--- config.mk ---
export PLATFORM = sky130hd
export DESIGN_NAME = dac_dbuf_bank
export DESIGN_NICKNAME = d
export VERILOG_FILES = /design/src/rtl/dac_dbuf_pkg.sv /design/src/rtl/dac_ldpin_detect.sv /design/src/rtl/dac_chan_reg.sv /design/src/rtl/dac_reg_decode.sv /design/src/rtl/dac_dbuf_bank.sv
export SDC_FILE = /design/constraint.sdc
export NUM_CORES = 1
export LEC_CHECK = 0
export ABC_AREA = 1
export ABC_CLOCK_PERIOD_IN_PS = 2500
export BUFFER_PORTS_ARGS = -buffer_cell sky130_fd_sc_hd__clkbuf_2
export CAP_MARGIN = 30
export CORE_UTILIZATION = 50
export DETAILED_ROUTE_END_ITERATION = 12
export GPL_TIMING_DRIVEN = 0
export PLACE_DENSITY = 0.73
export SLEW_MARGIN = 20
export SYNTH_ARGS = -nofsm -noshare
export SYNTH_HDL_FRONTEND = slang
export SYNTH_SLANG_ARGS = --single-unit
--- constraint.sdc ---
create_clock -name clk -period 2.5 [get_ports clk]
set_input_delay 0.375 -clock clk [delete_from_list [all_inputs] [get_ports clk]]
set_output_delay 0.375 -clock clk [all_outputs]
set_load 0.02 [all_outputs]
--- src/rtl/dac_dbuf_pkg.sv ---
package dac_dbuf_pkg;

    localparam int NCH_DEF = 4;
    localparam int CODE_W_DEF = 8;
    localparam int ADDR_W_DEF = 8;

    // configuration register field positions
    localparam int CFG_MODE_LSB = 4;
    localparam int CFG_PD_BIT   = 0;

    typedef enum logic [1:0] {
        LDM_PIN     = 2'b00,
        LDM_AUTO    = 2'b01,
        LDM_REG     = 2'b10,
        LDM_PIN_ALT = 2'b11
    } ldmode_e;

    typedef struct packed {
        ldmode_e mode;
        logic    pd;
    } cfg_t;

    localparam cfg_t CFG_RESET = '{mode: LDM_PIN, pd: 1'b0};

    function automatic logic pin_loads(input ldmode_e m);
        return (m == LDM_PIN) || (m == LDM_PIN_ALT);
    endfunction

endpackage

--- src/rtl/dac_ldpin_detect.sv ---
module dac_ldpin_detect #(
    parameter int SYNC_STAGES = 2,
    parameter int MIN_LOW     = 2
) (
    input  logic clk,
    input  logic rst,
    input  logic pin_n,
    output logic fire
);
    localparam int LEN = SYNC_STAGES + MIN_LOW - 1;

    logic [LEN-1:0] chain_q;
    logic           armed_q;
    logic           win_low;

    always_ff @(posedge clk) begin
        if (rst) begin
            chain_q <= '1;
        end else begin
            chain_q <= {chain_q[LEN-2:0], pin_n};
        end
    end

    // all samples in the qualification window are low
    assign win_low = (chain_q[LEN-1:SYNC_STAGES-1] == '0);
    assign fire    = armed_q && win_low;

    always_ff @(posedge clk) begin
        if (rst) begin
            armed_q <= 1'b1;
        end else if (chain_q[SYNC_STAGES-1]) begin
            armed_q <= 1'b1;
        end else if (fire) begin
            armed_q <= 1'b0;
        end
    end

endmodule

--- src/rtl/dac_chan_reg.sv ---
module dac_chan_reg #(
    parameter int CODE_W = 8
) (
    input  logic              clk,
    input  logic              rst,
    input  logic              wr_hit,
    input  logic [CODE_W-1:0] wr_data,
    input  logic              load,
    output logic [CODE_W-1:0] active
);
    logic [CODE_W-1:0] pend_q;
    logic [CODE_W-1:0] pend_nx;

    // a write in the load cycle passes straight through
    assign pend_nx = wr_hit ? wr_data : pend_q;

    always_ff @(posedge clk) begin
        if (rst) begin
            pend_q <= '0;
            active <= '0;
        end else begin
            pend_q <= pend_nx;
            if (load) begin
                active <= pend_nx;
            end
        end
    end

endmodule

--- src/rtl/dac_reg_decode.sv ---
module dac_reg_decode
    import dac_dbuf_pkg::*;
#(
    parameter int               NCH      = 4,
    parameter int               CODE_W   = 8,
    parameter int               ADDR_W   = 8,
    parameter logic [ADDR_W-1:0] CH_BASE  = 8'h10,
    parameter logic [ADDR_W-1:0] CFG_ADDR = 8'h1B,
    parameter logic [ADDR_W-1:0] LD_ADDR  = 8'h1C
) (
    input  logic                  clk,
    input  logic                  rst,
    input  logic                  wr_en,
    input  logic [ADDR_W-1:0]     wr_addr,
    input  logic [CODE_W-1:0]     wr_data,
    input  logic [ADDR_W-1:0]     rd_addr,
    input  logic [NCH*CODE_W-1:0] act_flat,
    input  logic                  pin_fire,
    output logic [NCH-1:0]        ch_wr,
    output logic [NCH-1:0]        ch_load,
    output logic                  ld_any,
    output cfg_t                  cfg,
    output logic [CODE_W-1:0]     rd_data
);
    logic lreg_wr;
    logic cfg_wr;
    logic pin_ld;

    assign lreg_wr = wr_en && (wr_addr == LD_ADDR);
    assign cfg_wr  = wr_en && (wr_addr == CFG_ADDR);
    assign pin_ld  = pin_fire && pin_loads(cfg.mode);

    always_ff @(posedge clk) begin
        if (rst) begin
            cfg <= CFG_RESET;
        end else if (cfg_wr) begin
            cfg.mode <= ldmode_e'(wr_data[CFG_MODE_LSB +: 2]);
            cfg.pd   <= wr_data[CFG_PD_BIT];
        end
    end

    always_comb begin
        for (int i = 0; i < NCH; i++) begin
            ch_wr[i]   = wr_en && (wr_addr == CH_BASE + ADDR_W'(i));
            ch_load[i] = (lreg_wr && wr_data[i])
                       || pin_ld
                       || ((cfg.mode == LDM_AUTO) && ch_wr[i]);
        end
    end

    assign ld_any = |ch_load;

    always_comb begin
        rd_data = '0;
        if (rd_addr == CFG_ADDR) begin
            rd_data[CFG_MODE_LSB +: 2] = cfg.mode;
            rd_data[CFG_PD_BIT]        = cfg.pd;
        end
        for (int i = 0; i < NCH; i++) begin
            if (rd_addr == CH_BASE + ADDR_W'(i)) begin
                rd_data = act_flat[i*CODE_W +: CODE_W];
            end
        end
    end

endmodule

--- src/rtl/dac_dbuf_bank.sv ---
module dac_dbuf_bank
    import dac_dbuf_pkg::*;
#(
    parameter int               NCH      = NCH_DEF,
    parameter int               CODE_W   = CODE_W_DEF,
    parameter int               ADDR_W   = ADDR_W_DEF,
    parameter logic [ADDR_W-1:0] CH_BASE  = 8'h10,
    parameter logic [ADDR_W-1:0] CFG_ADDR = 8'h1B,
    parameter logic [ADDR_W-1:0] LD_ADDR  = 8'h1C,
    parameter int               SYNC_STAGES = 2,
    parameter int               MIN_LOW     = 2
) (
    input  logic                  clk,
    input  logic                  rst,
    input  logic                  wr_en,
    input  logic [ADDR_W-1:0]     wr_addr,
    input  logic [CODE_W-1:0]     wr_data,
    input  logic [ADDR_W-1:0]     rd_addr,
    output logic [CODE_W-1:0]     rd_data,
    input  logic                  load_n,
    output logic [NCH*CODE_W-1:0] dac_code,
    output logic                  pwr_down
);
    logic           pin_fire;
    logic [NCH-1:0] ch_wr;
    logic [NCH-1:0] ch_load;
    logic           ld_any;
    cfg_t           cfg;

    dac_ldpin_detect #(
        .SYNC_STAGES(SYNC_STAGES),
        .MIN_LOW    (MIN_LOW)
    ) u_pin (
        .clk  (clk),
        .rst  (rst),
        .pin_n(load_n),
        .fire (pin_fire)
    );

    dac_reg_decode #(
        .NCH     (NCH),
        .CODE_W  (CODE_W),
        .ADDR_W  (ADDR_W),
        .CH_BASE (CH_BASE),
        .CFG_ADDR(CFG_ADDR),
        .LD_ADDR (LD_ADDR)
    ) u_dec (
        .clk     (clk),
        .rst     (rst),
        .wr_en   (wr_en),
        .wr_addr (wr_addr),
        .wr_data (wr_data),
        .rd_addr (rd_addr),
        .act_flat(dac_code),
        .pin_fire(pin_fire),
        .ch_wr   (ch_wr),
        .ch_load (ch_load),
        .ld_any  (ld_any),
        .cfg     (cfg),
        .rd_data (rd_data)
    );

    for (genvar g = 0; g < NCH; g++) begin : g_ch
        dac_chan_reg #(
            .CODE_W(CODE_W)
        ) u_ch (
            .clk    (clk),
            .rst    (rst),
            .wr_hit (ch_wr[g]),
            .wr_data(wr_data),
            .load   (ch_load[g]),
            .active (dac_code[g*CODE_W +: CODE_W])
        );
    end

    assign pwr_down = cfg.pd;

endmodule

### Word level (Yosys, flattened, before mapping)

Index checks and enable logic that the tools add are counted.

* logic and storage cells: 63
* output and inout bits: 41
* register bits: 71
* bits of input ports: 28

* multiplexer cells: 10
* eq/ne operators: 13
* reduce and logical (&&, ||, !) cells: 28

Operators by type and width (number)
* equality test 8 x 5 -> 1 bit (second input constant): 11
* two-way mux 8 bit: 8
* logical AND 1 bit: 16
* logical OR 1 bit: 9
* zero test 2 bit: 2
* equality test 2 x 1 -> 1 bit (second input constant): 1
* equality test 2 bit (second input constant): 1
* two-way mux 2 bit: 1
* OR reduction 2 bit: 1
* two-way mux 1 bit: 1

### Longest topological paths before layout

* word-level depth: 6
* depth in mapped cells: 10
* mapped depth without buffers: 9

### By module

Synthesis repeated with hierarchy kept, for this count alone.

* cell total of the unflattened synthesis: 491
* area, all modules: 3473.3 um2

Modules (own cells, without submodules)
* dac_chan_reg: instances 4, cells each 86, sequential area each 320.3 um2, area an instance 660.6 um2
* dac_reg_decode: instances 1, cells each 134, sequential area each 60.1 um2, area an instance 710.7 um2
* dac_ldpin_detect: instances 1, cells each 13, sequential area each 80.1 um2, area an instance 120.1 um2

### Worst setup path before layout

OpenSTA, ideal clock, no wires.

* kind: input to output
* start point: input rd_addr[3]
* end point: output rd_data[0]
* path slack: 0.751 ns
* stages: 7
* path buffers: 0
* data required time: 2.125 ns
* arrival time: 1.374 ns
* cell sequence: inv_1 -> nand2_1 -> nor3_1 -> nand2_1 -> o21ai_0 -> nor2_1 -> nand3_1

* word-level cells in the longest chain between the ends: 6
* elaborated cells between the ends (all ways): 10
* those cells by class: 5 x eq/ne; 5 x mux

Ends and longest elaborated chain
* from (decl): RTL line dac_dbuf_bank.sv:18 `input logic [ADDR_W-1:0] rd_addr,`
* equality test 8 x 5 -> 1 bit: RTL line dac_reg_decode.sv:55 `if (rd_addr == CFG_ADDR) begin`
* two-way mux 1 bit: RTL line dac_reg_decode.sv:55
* two-way mux 8 bit (3 in a row): RTL line dac_reg_decode.sv:60 `if (rd_addr == CH_BASE + ADDR_W'(i)) begin`
* two-way mux 8 bit (*): RTL line dac_reg_decode.sv:60
* to (decl): RTL line dac_dbuf_bank.sv:19 `output logic [CODE_W-1:0] rd_data,`

Mark *: on every way between the ends. The rest lies on a longest branch, timed or not.

### Final worst setup path

Same ends and word-level chain as after synthesis.

==> reports/qor.yml <==
status: "finished, final reports clean"
hp-class: "input pin to register"
port_buffers: 67
groute.usage.overall: 0.265
dp.cells: 692
synth_top_family_by_area: "simple AND/OR/NAND/NOR gates"
critPathLaunchType: "input pin"
power_density_nw_per_um2: 562
cts_buffer_depth: 2
io_pins: 69
path_clk_slew_ns: 0.07
maxSlewViolCount: 0
drt_pass1_iterations: 4
maxCapViolCount: 0
grt_pass1_wl_mm: 15.0
clock-root-buffer: "clkbuf_8"
h-tree-depth: 3
synth_top_area_cell: "dfxtp_1"
max_slew.worst_pin.slew_ns: 0.790
synth_compound_area_frac: 0.0550
grt_pass1_vias: 3161
gp_congestion: 0.885
synth.area.mux_share: 0
syn_nets: 558
dieArea_um2: 7440
core_um2: 6830
finalWirelength_mm: 9.37
std_cell_rows: 30
numClockSinks: 71
reg2regPathDepth: 7
fin_worst_skew_ns: 0.00748
synthCells: 529
synth_top_cell_area_share: 0.401
crit_required_ns: 2.12
antenna_found_initial: 0
drc: 0
hold_depth: 2
period_needed_ns: 2.24
wl_per_cell_um: 13.2
drive_above_1_share: 0.188
syn2layout_area_growth_pct: 19.7
synth_cell_types: 24
p_leak_nw: 2.36
end_kind: "output pin"
vdd_ir_drop_max_v: 0.000384
critPathArrivalTime_ns: 1.86
finalHoldViolCount: 0
clock.fmax_mhz: 447
die_y_um: 86.2
p_clk_frac: 0.467
rsz0062_at_grt: "no"
antenna_left: 0
synthesis.area_um2: 3550
nNetsFinal: 636
grt-ovfl-total: 0
viasPerCell: 4.93
avgSynthCellArea_um2: 6.71
antenna_cells: 0
total_power_w: 0.00239
setup_viol: 0
initial_core_util: 0.519
synth.area.top_cells: "dfxtp_1, nand2_1, inv_1"
seq_area_frac_synth: 0.401
die_w_um: 86.2
post_cts_resized: 0
switching_share: 0.230
yosys.area_share.simple: 0.397
fillers: 669
cts_tree: "yes"
post_cts_buffers: 0
synth_fa_ha_area_frac: 0.00353
cts-buffers-inserted: 9
fin_crit_sh: 0.895
synth_seq_cells: 71
slew_headroom: 0.469
drt_iter0_markers: 206
synthXorXnorAreaFrac: 0
vias: 3492
path_class: "input pin to output pin"
tns_ns: 0
path_max_fanout: 6
pwr-share-comb: 0.054
clkLatencyLatePin_ns: 0.34
hold_buffers: 0
switchingPower_w: 0.000548
layout.cells.non_filler: 708
power_frac_seq: 0.479
yosys_warnings: 0
grt_max_degree: 14
power.internal_w: 0.00184
hpwlAfterDp_mm: 7.07
-- per-layer routing --
layer | part of all wire | global-route usage | vias up
met3 | 0.068 | 0.0333 | 25
met1 | 0.47 | 0.354 | 1534
met2 | 0.42 | 0.414 | 135
met5 | 0 | 0 | -
li1 | - | - | 1798
met4 | 0.039 | 0.148 | 0
-- stage by stage --
stage | worst slack [ns] | util | hold slack [ns] | area, um2
floorplan | 0.751 | - | 0.389 | 3550
global placement | 0.381 | 0.586 | 0.392 | 4000
detailed placement | 0.312 | 0.586 | 0.399 | 4000
CTS | 0.291 | 0.622 | 0.211 | 4250
global route | 0.0627 | 0.622 | 0.226 | 4250
finish | 0.263 | 0.622 | 0.213 | 4250
-- kinds of logic after synthesis --
kind of cell | Yosys count
AND/OR/NAND/NOR | 290
buffers and inverters | 128
flip-flops | 71
AO/OA/AOI/OAI | 39
adder cells (fa/ha/maj) | 1
-- final timing paths --
check | slack (ns) | to | startpoint
worst min-delay path | 0.21 | u_pin.chain_q[0] | load_n
worst max register to register | 0.77 | g_ch[2].u_ch.active[6] | u_dec.cfg[2]
worst max-delay path | 0.26 | rd_data[0] | rd_addr[3]
worst min register to register | 0.41 | u_pin.chain_q[1] | u_pin.chain_q[0]
-- layout make-up --
class | count | area [um2] | area share
timing repair buffer | 67 | 335 | 0.0790
inverter | 113 | 424 | 0.0999
multi-input combinational | 330 | 1620 | 0.381
buffer | 15 | 86.3 | 0.0203
sequential | 71 | 1420 | 0.335
clock buffer | 9 | 124 | 0.0292
clock inverter | 7 | 119 | 0.0280
tap | 96 | 120 | 0.0283
-- cell usage after synthesis (all sizes together) --
master	number
a21oi	1
buf	4
clkbuf	11
clkinv	8
dfxtp	71
ha	1
inv	105
nand2	126
nand3	28
nand4	43
nor2	86
nor3	4
nor4	1
o21ai	38
or2	2
-- cell usage in the layout (no fill, tap or decap), types with 3 or more instances in the layout --
| cell type | n |
|---|---|
| buf_6 | 4 |
| o21ai_0 | 6 |
| nor3_1 | 4 |
| inv_2 | 3 |
| nand4_2 | 4 |
| clkinv_1 | 8 |
| nand3_2 | 4 |
| bufinv_16 | 3 |
| clkbuf_2 | 67 |
| clkbuf_1 | 11 |
| nand2_1 | 120 |
| nand3_4 | 5 |
| clkbuf_8 | 9 |
| nand3_1 | 19 |
| o21ai_1 | 32 |
| nor2_1 | 82 |
| nand2_2 | 6 |
| inv_1 | 102 |
| nand4_1 | 39 |
| dfxtp_1 | 71 |
-- sequential cells by signal, indices dropped and copies added (netlist names) --
name	flops
g_ch.u_ch.pend_q	32
u_pin.chain_q	3
u_dec.cfg	3
u_pin.armed_q	1
g_ch.u_ch.active	32
-- critical path: stages --
cell      delay [ns]
clkbuf_2        0.08
inv_1           0.06
nand2_1         0.10
nor3_1          0.55
nand2_1         0.16
o21ai_0         0.20
nor2_1          0.10
nand3_1         0.08
clkbuf_2        0.17
-- power groups by stage --
stage | sequential [W] | clock (W) | combinational, W
6_report | 0.00114 | 0.00112 | 0.000128
5_1_grt | 0.00114 | 0.00118 | 0.000141
4_1_cts | 0.00114 | 0.00112 | 0.000127
3_5_place_dp | 0.00117 | 0 | 0.000127
3_3_place_gp | 0.00117 | 0 | 0.000124
2_1_floorplan | 0.00117 | 0 | 0.0000618
Note: power is estimated with default switching activity, not from simulation.
